File: src/rtl/gpio_irq_detect.sv
module gpio_irq_detect #(
  parameter int NPIN = 32,
  parameter int AW   = 5
) (
  input  logic            clk,
  input  logic            rst_n,
  input  logic [NPIN-1:0] pin_in,
  input  logic            bus_wr,
  input  logic [AW-1:0]   bus_addr,
  input  logic [NPIN-1:0] bus_wdata,
  output logic [NPIN-1:0] bus_rdata,
  output logic            irq_out
);

  localparam logic [AW-1:0] A_EN   = AW'('h00);
  localparam logic [AW-1:0] A_MASK = AW'('h04);
  localparam logic [AW-1:0] A_KIND = AW'('h08);
  localparam logic [AW-1:0] A_POL  = AW'('h0C);
  localparam logic [AW-1:0] A_ANY  = AW'('h10);
  localparam logic [AW-1:0] A_CLR  = AW'('h14);
  localparam logic [AW-1:0] A_RAW  = AW'('h18);
  localparam logic [AW-1:0] A_MSK  = AW'('h1C);

  logic [NPIN-1:0] en_r, mask_r, kind_r, pol_r, any_r;
  logic [NPIN-1:0] s1, s2, prev, raw;
  logic [2:0]      warm;
  logic            armed;
  logic [NPIN-1:0] clr_vec, rise, fall, edge_hit, lvl_hit, set_vec, raw_n, masked;

  always_ff @(posedge clk or negedge rst_n) begin
    if (!rst_n) begin
      en_r   <= '0;
      mask_r <= '0;
      kind_r <= '0;
      pol_r  <= '0;
      any_r  <= '0;
    end else if (bus_wr) begin
      case (bus_addr)
        A_EN:    en_r   <= bus_wdata;
        A_MASK:  mask_r <= bus_wdata;
        A_KIND:  kind_r <= bus_wdata;
        A_POL:   pol_r  <= bus_wdata;
        A_ANY:   any_r  <= bus_wdata;
        default: ;
      endcase
    end
  end

  always_ff @(posedge clk or negedge rst_n) begin
    if (!rst_n) begin
      s1   <= '0;
      s2   <= '0;
      prev <= '0;
      warm <= '0;
    end else begin
      s1   <= pin_in;
      s2   <= s1;
      prev <= s2;
      warm <= {warm[1:0], 1'b1};
    end
  end

  assign armed    = warm[2];
  assign clr_vec  = (bus_wr && bus_addr == A_CLR) ? bus_wdata : '0;
  assign rise     = s2 & ~prev;
  assign fall     = prev & ~s2;
  assign edge_hit = (any_r & (rise | fall)) | (~any_r & ~pol_r & rise) | (~any_r & pol_r & fall);
  assign lvl_hit  = s2 ^ pol_r;
  assign set_vec  = armed ? (en_r & ~kind_r & edge_hit) : '0;
  assign raw_n    = (kind_r & en_r & lvl_hit & {NPIN{armed}})
                  | (~kind_r & ((raw & ~clr_vec) | set_vec));
  assign masked   = raw & ~mask_r;

  always_ff @(posedge clk or negedge rst_n) begin
    if (!rst_n) begin
      raw     <= '0;
      irq_out <= 1'b0;
    end else begin
      raw     <= raw_n;
      irq_out <= |masked;
    end
  end

  always_comb begin
    case (bus_addr)
      A_EN:    bus_rdata = en_r;
      A_MASK:  bus_rdata = mask_r;
      A_KIND:  bus_rdata = kind_r;
      A_POL:   bus_rdata = pol_r;
      A_ANY:   bus_rdata = any_r;
      A_RAW:   bus_rdata = raw;
      A_MSK:   bus_rdata = masked;
      default: bus_rdata = '0;
    endcase
  end


  warmup_quiet_chk: assert property (@(posedge clk) disable iff (!rst_n)
    !armed |=> (raw == '0));


  disabled_never_sets_chk: assert property (@(posedge clk) disable iff (!rst_n)
    1'b1 |=> ((raw & ~$past(raw) & ~$past(en_r)) == '0));


  edge_sticky_chk: assert property (@(posedge clk) disable iff (!rst_n)
    1'b1 |=> (($past(raw & ~kind_r & ~clr_vec) & ~raw) == '0));


  edge_clear_chk: assert property (@(posedge clk) disable iff (!rst_n)
    1'b1 |=> ((raw & $past(clr_vec & ~kind_r & ~set_vec)) == '0));


  irq_quiet_chk: assert property (@(posedge clk) disable iff (!rst_n)
    ((raw & ~mask_r) == '0) |=> !irq_out);

endmodule

File: config.mk
export PLATFORM = sky130hd
export DESIGN_NAME = gpio_irq_detect
export DESIGN_NICKNAME = d
export VERILOG_FILES = /design/src/rtl/gpio_irq_detect.sv
export SDC_FILE = /design/constraint.sdc
export NUM_CORES = 1
export LEC_CHECK = 0
export BUFFER_PORTS_ARGS = -buffer_cell sky130_fd_sc_hd__buf_2
export CORE_UTILIZATION = 46
export DETAILED_ROUTE_END_ITERATION = 6
export PLACE_DENSITY = 0.67
export SETUP_SLACK_MARGIN = 0.02
export SLEW_MARGIN = 15
export SYNTH_ARGS = -nofsm -noshare
export SYNTH_HDL_FRONTEND = slang
export SYNTH_SLANG_ARGS = --single-unit
File: constraint.sdc
create_clock -name clk -period 1.4 [get_ports clk]
set_clock_uncertainty 0.1 [all_clocks]
set_input_delay 0.07 -clock clk [delete_from_list [all_inputs] [get_ports clk]]
set_output_delay 0.07 -clock clk [all_outputs]
set_load 0.005 [all_outputs]
==> results.rst, run 1 <==
.. list-table::
   :header-rows: 1

   * - Metric
     - Value
   * - Maximum level of the CTS H-tree
     - 2
   * - Worst-skew pair later-pin latency
     - 0.50 ns
   * - Average footprint of a synthesized cell
     - 12.3 um^2
   * - Worst setup path end
     - bus_rdata[30]
   * - Top delay family on crit path
     - flip-flops
   * - Count of unique library cells instantiated by Yosys
     - 41
   * - Worst setup SP type
     - flop
   * - Worst hold margin
     - 0.0738 ns
   * - Clock Tree Root
     - clkbuf_16
   * - Fraction of synthesized area in multiplexers
     - 18.3%
   * - Final count of pins violating max slew
     - 0
   * - Ratio of cells with drive above 1 in the final layout
     - 44.9%
   * - Clock tree from TritonCTS
     - yes
   * - Maximum vdd ir drop
     - 979 uV
   * - Total die area
     - 30600 um^2
   * - Failing checks
     - negative setup slack
   * - Simple logic cell fraction of the synthesized area
     - 6.01%
   * - Starting utilization of the core area
     - 47.3%
   * - Maximum clock frequency
     - 0.546 GHz
   * - CTS Buf Count
     - 34
   * - Count of port buffers added during placement
     - 104
   * - First-pass iteration count of the detailed router
     - 7
   * - Post-synthesis cell area
     - 13800 um^2
   * - Total count of hold-check failures in the final report
     - 0
   * - Net switching power
     - 7070 uW
   * - Relative contribution of sequential cells to total power
     - 42.7%
   * - CORE AREA
     - 29100 um^2
   * - Setup violators final
     - 41
   * - Cell total after placement
     - 1637
   * - Via count of the first global-routing pass
     - 10831
   * - Global placement routability congestion
     - 0.828
   * - Combinational power share
     - 22.0%
   * - Static power due to leakage
     - 0.00921 uW
   * - Post-synthesis share of cell area spent on xor and xnor gates
     - 2.04%
   * - Fin crit period
     - 1.83 ns
   * - Number of cells on the critical path
     - 4
   * - Kind of capture point of the worst setup path
     - primary output
   * - Crit Reg-Reg Endpoint
     - raw[28]
   * - Synth-to-layout area growth
     - 37.4%
   * - Post-synth net total
     - 1252
   * - Number of vias per cell
     - 5.61
   * - HP Class
     - primary input to flop
   * - Global-route usage over all layers
     - 24.0%
   * - Detailed Route WL
     - 38200 um
   * - Via count of the routed design
     - 10643
   * - Ordered list of cells on the worst path
     - mux2_4 > o21ai_2 > nand4_1 > buf_2
   * - Master of the slowest instance on the critical path
     - dfrtp_1
   * - Startpoint of the worst register-to-register path
     - pol_r[28]
   * - DRC violation count after routing
     - 0
   * - Synthesized-area fraction occupied by ao, oa, aoi and oai cells
     - 10.6%
   * - Flop2flop setup slack
     - -0.11 ns
   * - Result of the run
     - finished with violations
   * - Initial antenna violation count
     - 1
   * - Place WS
     - -0.399 ns
   * - Number of non-filler instances in the completed layout
     - 1897
   * - Post-Synthesis Cells
     - 1116
   * - Final antenna-violating net count
     - 0
   * - Req. time, crit path
     - 1.23 ns
   * - TritonCTS sink count
     - 292
   * - Adder and majority cell fraction of the synthesized area
     - 5.82%
   * - Portion of the clock cycle consumed by the worst path in the final layout
     - 131%
   * - Maximum number of pins on one net before global-route repair
     - 72
   * - Worst Setup Path Type
     - flop to primary output
   * - Post-DP HPWL
     - 23000 um
   * - Number of buffers and inverters on the critical path
     - 1
   * - Power consumption
     - 25800 uW
   * - Worst endpoint data arrival time
     - 1.66 ns
   * - Worst-path maximum fanout
     - 2
   * - Main combinational cell family by area after synthesis
     - multiplexers
   * - Clock network fraction of design power
     - 35.3%
   * - Cell Pwr Density
     - 1360 nW/um^2
   * - Count of synthesis-stage warnings from yosys
     - 0
   * - Width of the die
     - 175 um
   * - Max stage delay on crit path
     - 0.39 ns
   * - Row cnt
     - 62
   * - Sequential area share after synthesis
     - 53.1%
   * - Die Y-Extent
     - 175 um
   * - Total of flip-flops plus latches after synthesis
     - 292
   * - Most common library cell in the layout ignoring fill and taps
     - dfrtp_1
   * - DRT iter0 DRCs
     - 947
   * - Max-cap viol count
     - 0
   * - Unrepaired setup endpoints after global routing
     - yes
   * - Critical Path Start
     - any_r[30]
   * - Pint
     - 18700 uW
   * - Commonest cells after routing, fill and taps aside
     - dfrtp_1 (284), buf_4 (180), mux2_2 (165)
   * - Worst r2r path cells
     - 6
   * - Number of filler cells placed in the layout
     - 2120
   * - Wire length of the first global-routing pass
     - 57900 um
   * - Switching share of total power
     - 27.4%
   * - Clk pin slew, worst setup/hold paths
     - 0.06 ns
   * - Global route total overflow
     - 0
   * - Bufs on Longest Clock Path
     - 3
   * - NumNets Final
     - 1623
   * - Worst Slack Setup Final
     - -0.433 ns
   * - Wire per inst
     - 20.2 um
   * - Number of I/O pins
     - 105
## cells in the mapped netlist, drive strengths merged
cell type	n	area (um^2)
dfrtp	292	7310
mux2	214	2410
inv	97	364
nand2	85	319
ha	64	801
a211oi	32	240
a32oi	30	263
clkbuf	29	110
a222oi	28	280
nand3	26	130
nand4	26	163
o21ai	26	130
a211o	24	210
xor2	24	210
buf	19	97.6
nor2	17	66.3
o22ai	16	100
mux2i	10	100
nor2b	9	56.3
a2bb2oi	8	70.1
o311a	8	80.1
xnor2	8	70.1
a22oi	4	30.0
nor4	4	25.0
a21oi	2	10.0
a31oi	2	12.5
nor3	2	21.3
o211ai	2	15.0
or3	2	12.5
a221o	1	10.0
and3	1	6.26
conb	1	3.75
nand2b	1	6.26
nand4b	1	8.76
or3b	1	11.3
## through the flow
stage / utilization, % / TNS, ns / instance area, um^2
finish: 64.9 / -11.07 / 18900
global route: 64.9 / -13.60 / 18900
CTS: 62.2 / -11.26 / 18100
detailed placement: 53.3 / -59.23 / 15500
global placement: 53.3 / -56.31 / 15500
floorplan: - / -14.52 / 14000
## worst register-to-register path, stage by stage, from the launching register on
cell,delay (ns)
dfrtp_1,0.39
buf_4,0.13
buf_4,0.12
mux2i_1,0.16
nor2_1,0.06
o311a_1,0.30
a2bb2oi_1,0.13
## layer usage
layer  wire length (um)  vias up  GRT usage (%)
li1                   -     4808              -
met1              16300     5338           32.0
met2              18500      415           39.7
met3               2450       82           3.81
met4                930        0           8.55
met5                  0        -              0
## final cells by class
cell class	count	area (um^2)	area share (%)
Clock inverter	8	129	0.682
Multi-Input combinational cell	679	6440	34.1
Timing Repair Buffer	383	3120	16.5
Antenna cell	1	2.50	0.0132
Clock buffer	53	1030	5.47
Inverter	97	364	1.93
Sequential cell	292	7320	38.7
Tap cell	384	480	2.54
## registers in the layout, summed over array words and instances, names as in the netlist, 3 cells and up
register	cells
any_r	32
en_r	32
kind_r	32
mask_r	32
pol_r	32
prev	32
raw	32
s1	32
s2	32
warm	3
## cells by family (layout without fill, tap and decap cells)
| family | count (synthesis) | after routing |
|---|---|---|
| DFF | 292 | 292 |
| muxes | 224 | 224 |
| other | 1 | 2 |
| xor gates and xnor gates | 32 | 32 |
| AOI/OAI and AO/OA | 183 | 183 |
| and+or+nand+nor | 175 | 175 |
| buffers and inverters | 145 | 541 |
| adders and majority gates | 64 | 64 |
## power by group through the flow
stage	logic [uW]	registers [uW]	clock network (uW)
after global placement	3740	11200	0
after global routing	6100	11200	9580
final	5680	11000	9100
after CTS	4980	10900	9260
after detailed placement	3850	11200	0
after floorplan	2590	10800	0
## timing repair
| item | in CTS | in global routing |
|---|---|---|
| cloned | 0 | 4 |
| endpoints found under the setup margin | 48 | 201 |
| endpoints found under the hold margin | 516 | 0 |
| resized for setup | 45 | 105 |
| pin swaps | 30 | 43 |
| hold buffers | 66 | 0 |
| buffers inserted | 81 | 50 |
## worst min-delay path by stage
| stage | start | end | slack (ns) | cells past startpoint |
|---|---|---|---|---|
| after floorplan | rst_n | any_r[0] | -0.33 | 0 |
| after global placement | rst_n | s1[14] | -0.15 | 1 |
| after detailed placement | rst_n | s1[14] | -0.15 | 1 |
| after CTS | bus_wr | pol_r[16] | 0.05 | 4 |
| after global routing | bus_wr | pol_r[16] | 0.08 | 4 |
| final | bus_wr | pol_r[16] | 0.07 | 4 |
Note: power is estimated with default switching activity, not from simulation.
==> run 2: changes to the inputs <==
Settings changed: SETUP_SLACK_MARGIN 0.02 to 0.15.
==> results.rst, run 2 (same netlist as run 1, synthesis figures left out) <==
.. list-table::
   :header-rows: 1

   * - Metric
     - Value
   * - Synth-to-layout area growth
     - 43.4%
   * - Commonest cells after routing, fill and taps aside
     - dfrtp_1 (281), buf_4 (163), mux2_2 (113)
   * - Antenna diode count
     - 0 (-1)
   * - Post-DP HPWL
     - 23100 um (+0.42%)
   * - Req. time, crit path
     - 1.23 ns (about the same)
   * - Final antenna-violating net count
     - 0 (unchanged)
   * - Via count of the first global-routing pass
     - 10887 (+0.52%)
   * - Row cnt
     - 62 (unchanged)
   * - Result of the run
     - finished with violations
   * - Place WS
     - -0.409 ns (-0.0103 ns)
   * - Worst hold margin
     - -0.0832 ns (-0.157 ns)
   * - Number of vias per cell
     - 5.72 (+1.9%)
   * - Crit Reg-Reg Endpoint
     - irq_out
   * - Number of cells on the critical path
     - 4 (unchanged)
   * - Starting utilization of the core area
     - 47.3% (unchanged)
   * - Worst max-slew margin expressed relative to the limit
     - 64.8%
   * - CTS Buf Count
     - 34 (unchanged)
   * - Top delay family on crit path
     - flip-flops
   * - Number of hold-repair buffers added at the cts stage
     - 65 (-1.5%)
   * - NumNets Final
     - 1628 (+0.31%)
   * - Wire length of the first global-routing pass
     - 59200 um (+2.3%)
   * - Worst setup path end
     - bus_rdata[15]
   * - Maximum clock frequency
     - 0.546 GHz (about the same)
   * - Count of port buffers added during placement
     - 104 (unchanged)
   * - Die Y-Extent
     - 175 um (unchanged)
   * - Critical Path Start
     - any_r[15]
   * - Initial antenna violation count
     - 0 (-1)
   * - Width of the die
     - 175 um (unchanged)
   * - Share of the core filled with cells
     - 67.8% (+2.8 points)
   * - Worst-path maximum fanout
     - 4 (+2)
   * - Cell total after placement
     - 1669 (+2.0%)
   * - Cell Pwr Density
     - 1320 nW/um^2 (-3.3%)
   * - Worst-skew pair later-pin latency
     - 0.51 ns (about the same)
   * - Global placement routability congestion
     - 0.826 (-0.29%)
   * - Ordered list of cells on the worst path
     - mux2_4 > a32oi_1 > nand2_1 > buf_2
   * - Number of I/O pins
     - 105 (unchanged)
   * - TNS Setup
     - -12.42 ns (-1.35 ns)
   * - DRC violation count after routing
     - 0 (unchanged)
   * - Unrepaired setup endpoints after global routing
     - yes
   * - Final count of pins violating max slew
     - 0 (unchanged)
   * - Setup violators final
     - 44 (+7.3%)
   * - Number of buffers and inverters on the critical path
     - 1 (unchanged)
   * - Startpoint of the worst register-to-register path
     - mask_r[17]
   * - Total count of hold-check failures in the final report
     - 19 (+19)
   * - Detailed Route WL
     - 40700 um (+6.4%)
   * - CORE AREA
     - 29100 um^2 (unchanged)
   * - Max stage delay on crit path
     - 0.44 ns (+0.05 ns)
   * - Bufs on Longest Clock Path
     - 3 (unchanged)
   * - Portion of the clock cycle consumed by the worst path in the final layout
     - 131% (about the same)
   * - TritonCTS sink count
     - 292 (unchanged)
   * - Clock Tree Root
     - clkbuf_16
   * - Kind of capture point of the worst setup path
     - primary output
   * - Maximum number of pins on one net before global-route repair
     - 73 (+1.4%)
   * - Worst endpoint data arrival time
     - 1.66 ns (about the same)
   * - Total die area
     - 30600 um^2 (unchanged)
   * - Failing checks
     - negative hold slack, negative setup slack
   * - Via count of the routed design
     - 10839 (+1.8%)
   * - Maximum vdd ir drop
     - 817 uV (-17%)
   * - DRT iter0 DRCs
     - 1050 (+11%)
   * - Clock tree from TritonCTS
     - yes
   * - Worst setup SP type
     - flop
   * - Fin crit period
     - 1.83 ns (-0.000656 ns)
   * - Ratio of cells with drive above 1 in the final layout
     - 52.1% (+7.1 points)
   * - Clk pin slew, worst setup/hold paths
     - 0.06 ns (about the same)
   * - Static power due to leakage
     - 0.00944 uW (+2.5%)
   * - First-pass iteration count of the detailed router
     - 7 (unchanged)
   * - Max-cap viol count
     - 0 (unchanged)
   * - Master of the slowest instance on the critical path
     - dfrtp_1
   * - Worst Slack Setup Final
     - -0.432 ns (+0.000656 ns)
   * - Transition time at the pin with the least slew margin
     - 0.528 ns
   * - Global route total overflow
     - 0 (unchanged)
   * - Wire per inst
     - 21.5 um (+6.5%)
   * - HP Class
     - primary input to asynchronous set/reset pin
   * - Flop2flop setup slack
     - -0.15 ns (-0.04 ns)
   * - Worst r2r path cells
     - 5 (-1)
   * - Maximum level of the CTS H-tree
     - 2 (unchanged)
   * - Most common library cell in the layout ignoring fill and taps
     - dfrtp_1
   * - Number of non-filler instances in the completed layout
     - 1896 (-0.053%)
   * - Worst Setup Path Type
     - flop to primary output
   * - Global-route usage over all layers
     - 24.6% (+0.62 points)
[run 2: cell count changes in the layout (fill, tap and decap cells not counted), moves of 12 or more]
cell	before	now
mux2_4	44	101
mux2_2	165	113
ha_1	44	5
ha_2	15	39
inv_1	87	66
inv_2	10	31
nand2_1	82	63
buf_4	180	163
buf_6	13	28
ha_4	5	20
nand2_4	0	12
[run 2: cell type report]
type,instances,area (um^2)
Fill cell,2007,9380
Sequential cell,292,7320
Timing Repair Buffer,388,3360
Tap cell,384,480
Inverter,97,364
Clock inverter,9,98.8
Clock buffer,47,971
Multi-Input combinational cell,679,7110
[run 2: how the worst min path moves through the flow]
stage | from | to | slack [ns] | cells after the start
global placement | rst_n | prev[14] | -0.15 | 1
detailed placement | rst_n | s2[14] | -0.15 | 1
CTS | rst_n | prev[14] | -0.09 | 2
floorplan | rst_n | any_r[0] | -0.33 | 0
global route | rst_n | s1[14] | -0.07 | 2
finish | rst_n | s1[14] | -0.08 | 2
[run 2: through the flow]
step / hold WS (ns) / area [um^2] / power (uW)
after floorplan: -0.326 / 14000 / 13400
after global placement: -0.152 / 15800 / 15300
after detailed placement: -0.154 / 15800 / 15400
after CTS: -0.0881 / 18600 / 25100
after global routing: -0.0693 / 19700 / 27100
final: -0.0832 / 19700 / 26000
[run 2: what timing repair did]
item / in CTS / in global routing
endpoints found under the hold margin: 516 / 19
cloned: 0 / 9
pin swaps: 106 / 116
setup buffers: 63 / 34
gates resized for setup: 179 / 173
endpoints found under the setup margin: 96 / 131
[run 2: report_power, final]
| part | internal [uW] | switching, uW | leakage (uW) |
|---|---|---|---|
| Sequential | 9790 | 1400 | 0.00362 |
| Clock | 5190 | 3470 | 0.000532 |
| Combinational | 3690 | 2480 | 0.00529 |
[run 2: routing by layer]
| metal | GRT usage [%] | vias to the layer above | wire length, um |
|---|---|---|---|
| met5 | 0 | - | 0 |
| met4 | 9.60 | 0 | 1440 |
| met3 | 3.37 | 103 | 2450 |
| met2 | 41.0 | 424 | 20000 |
| met1 | 32.6 | 5493 | 16800 |
| li1 | - | 4819 | - |
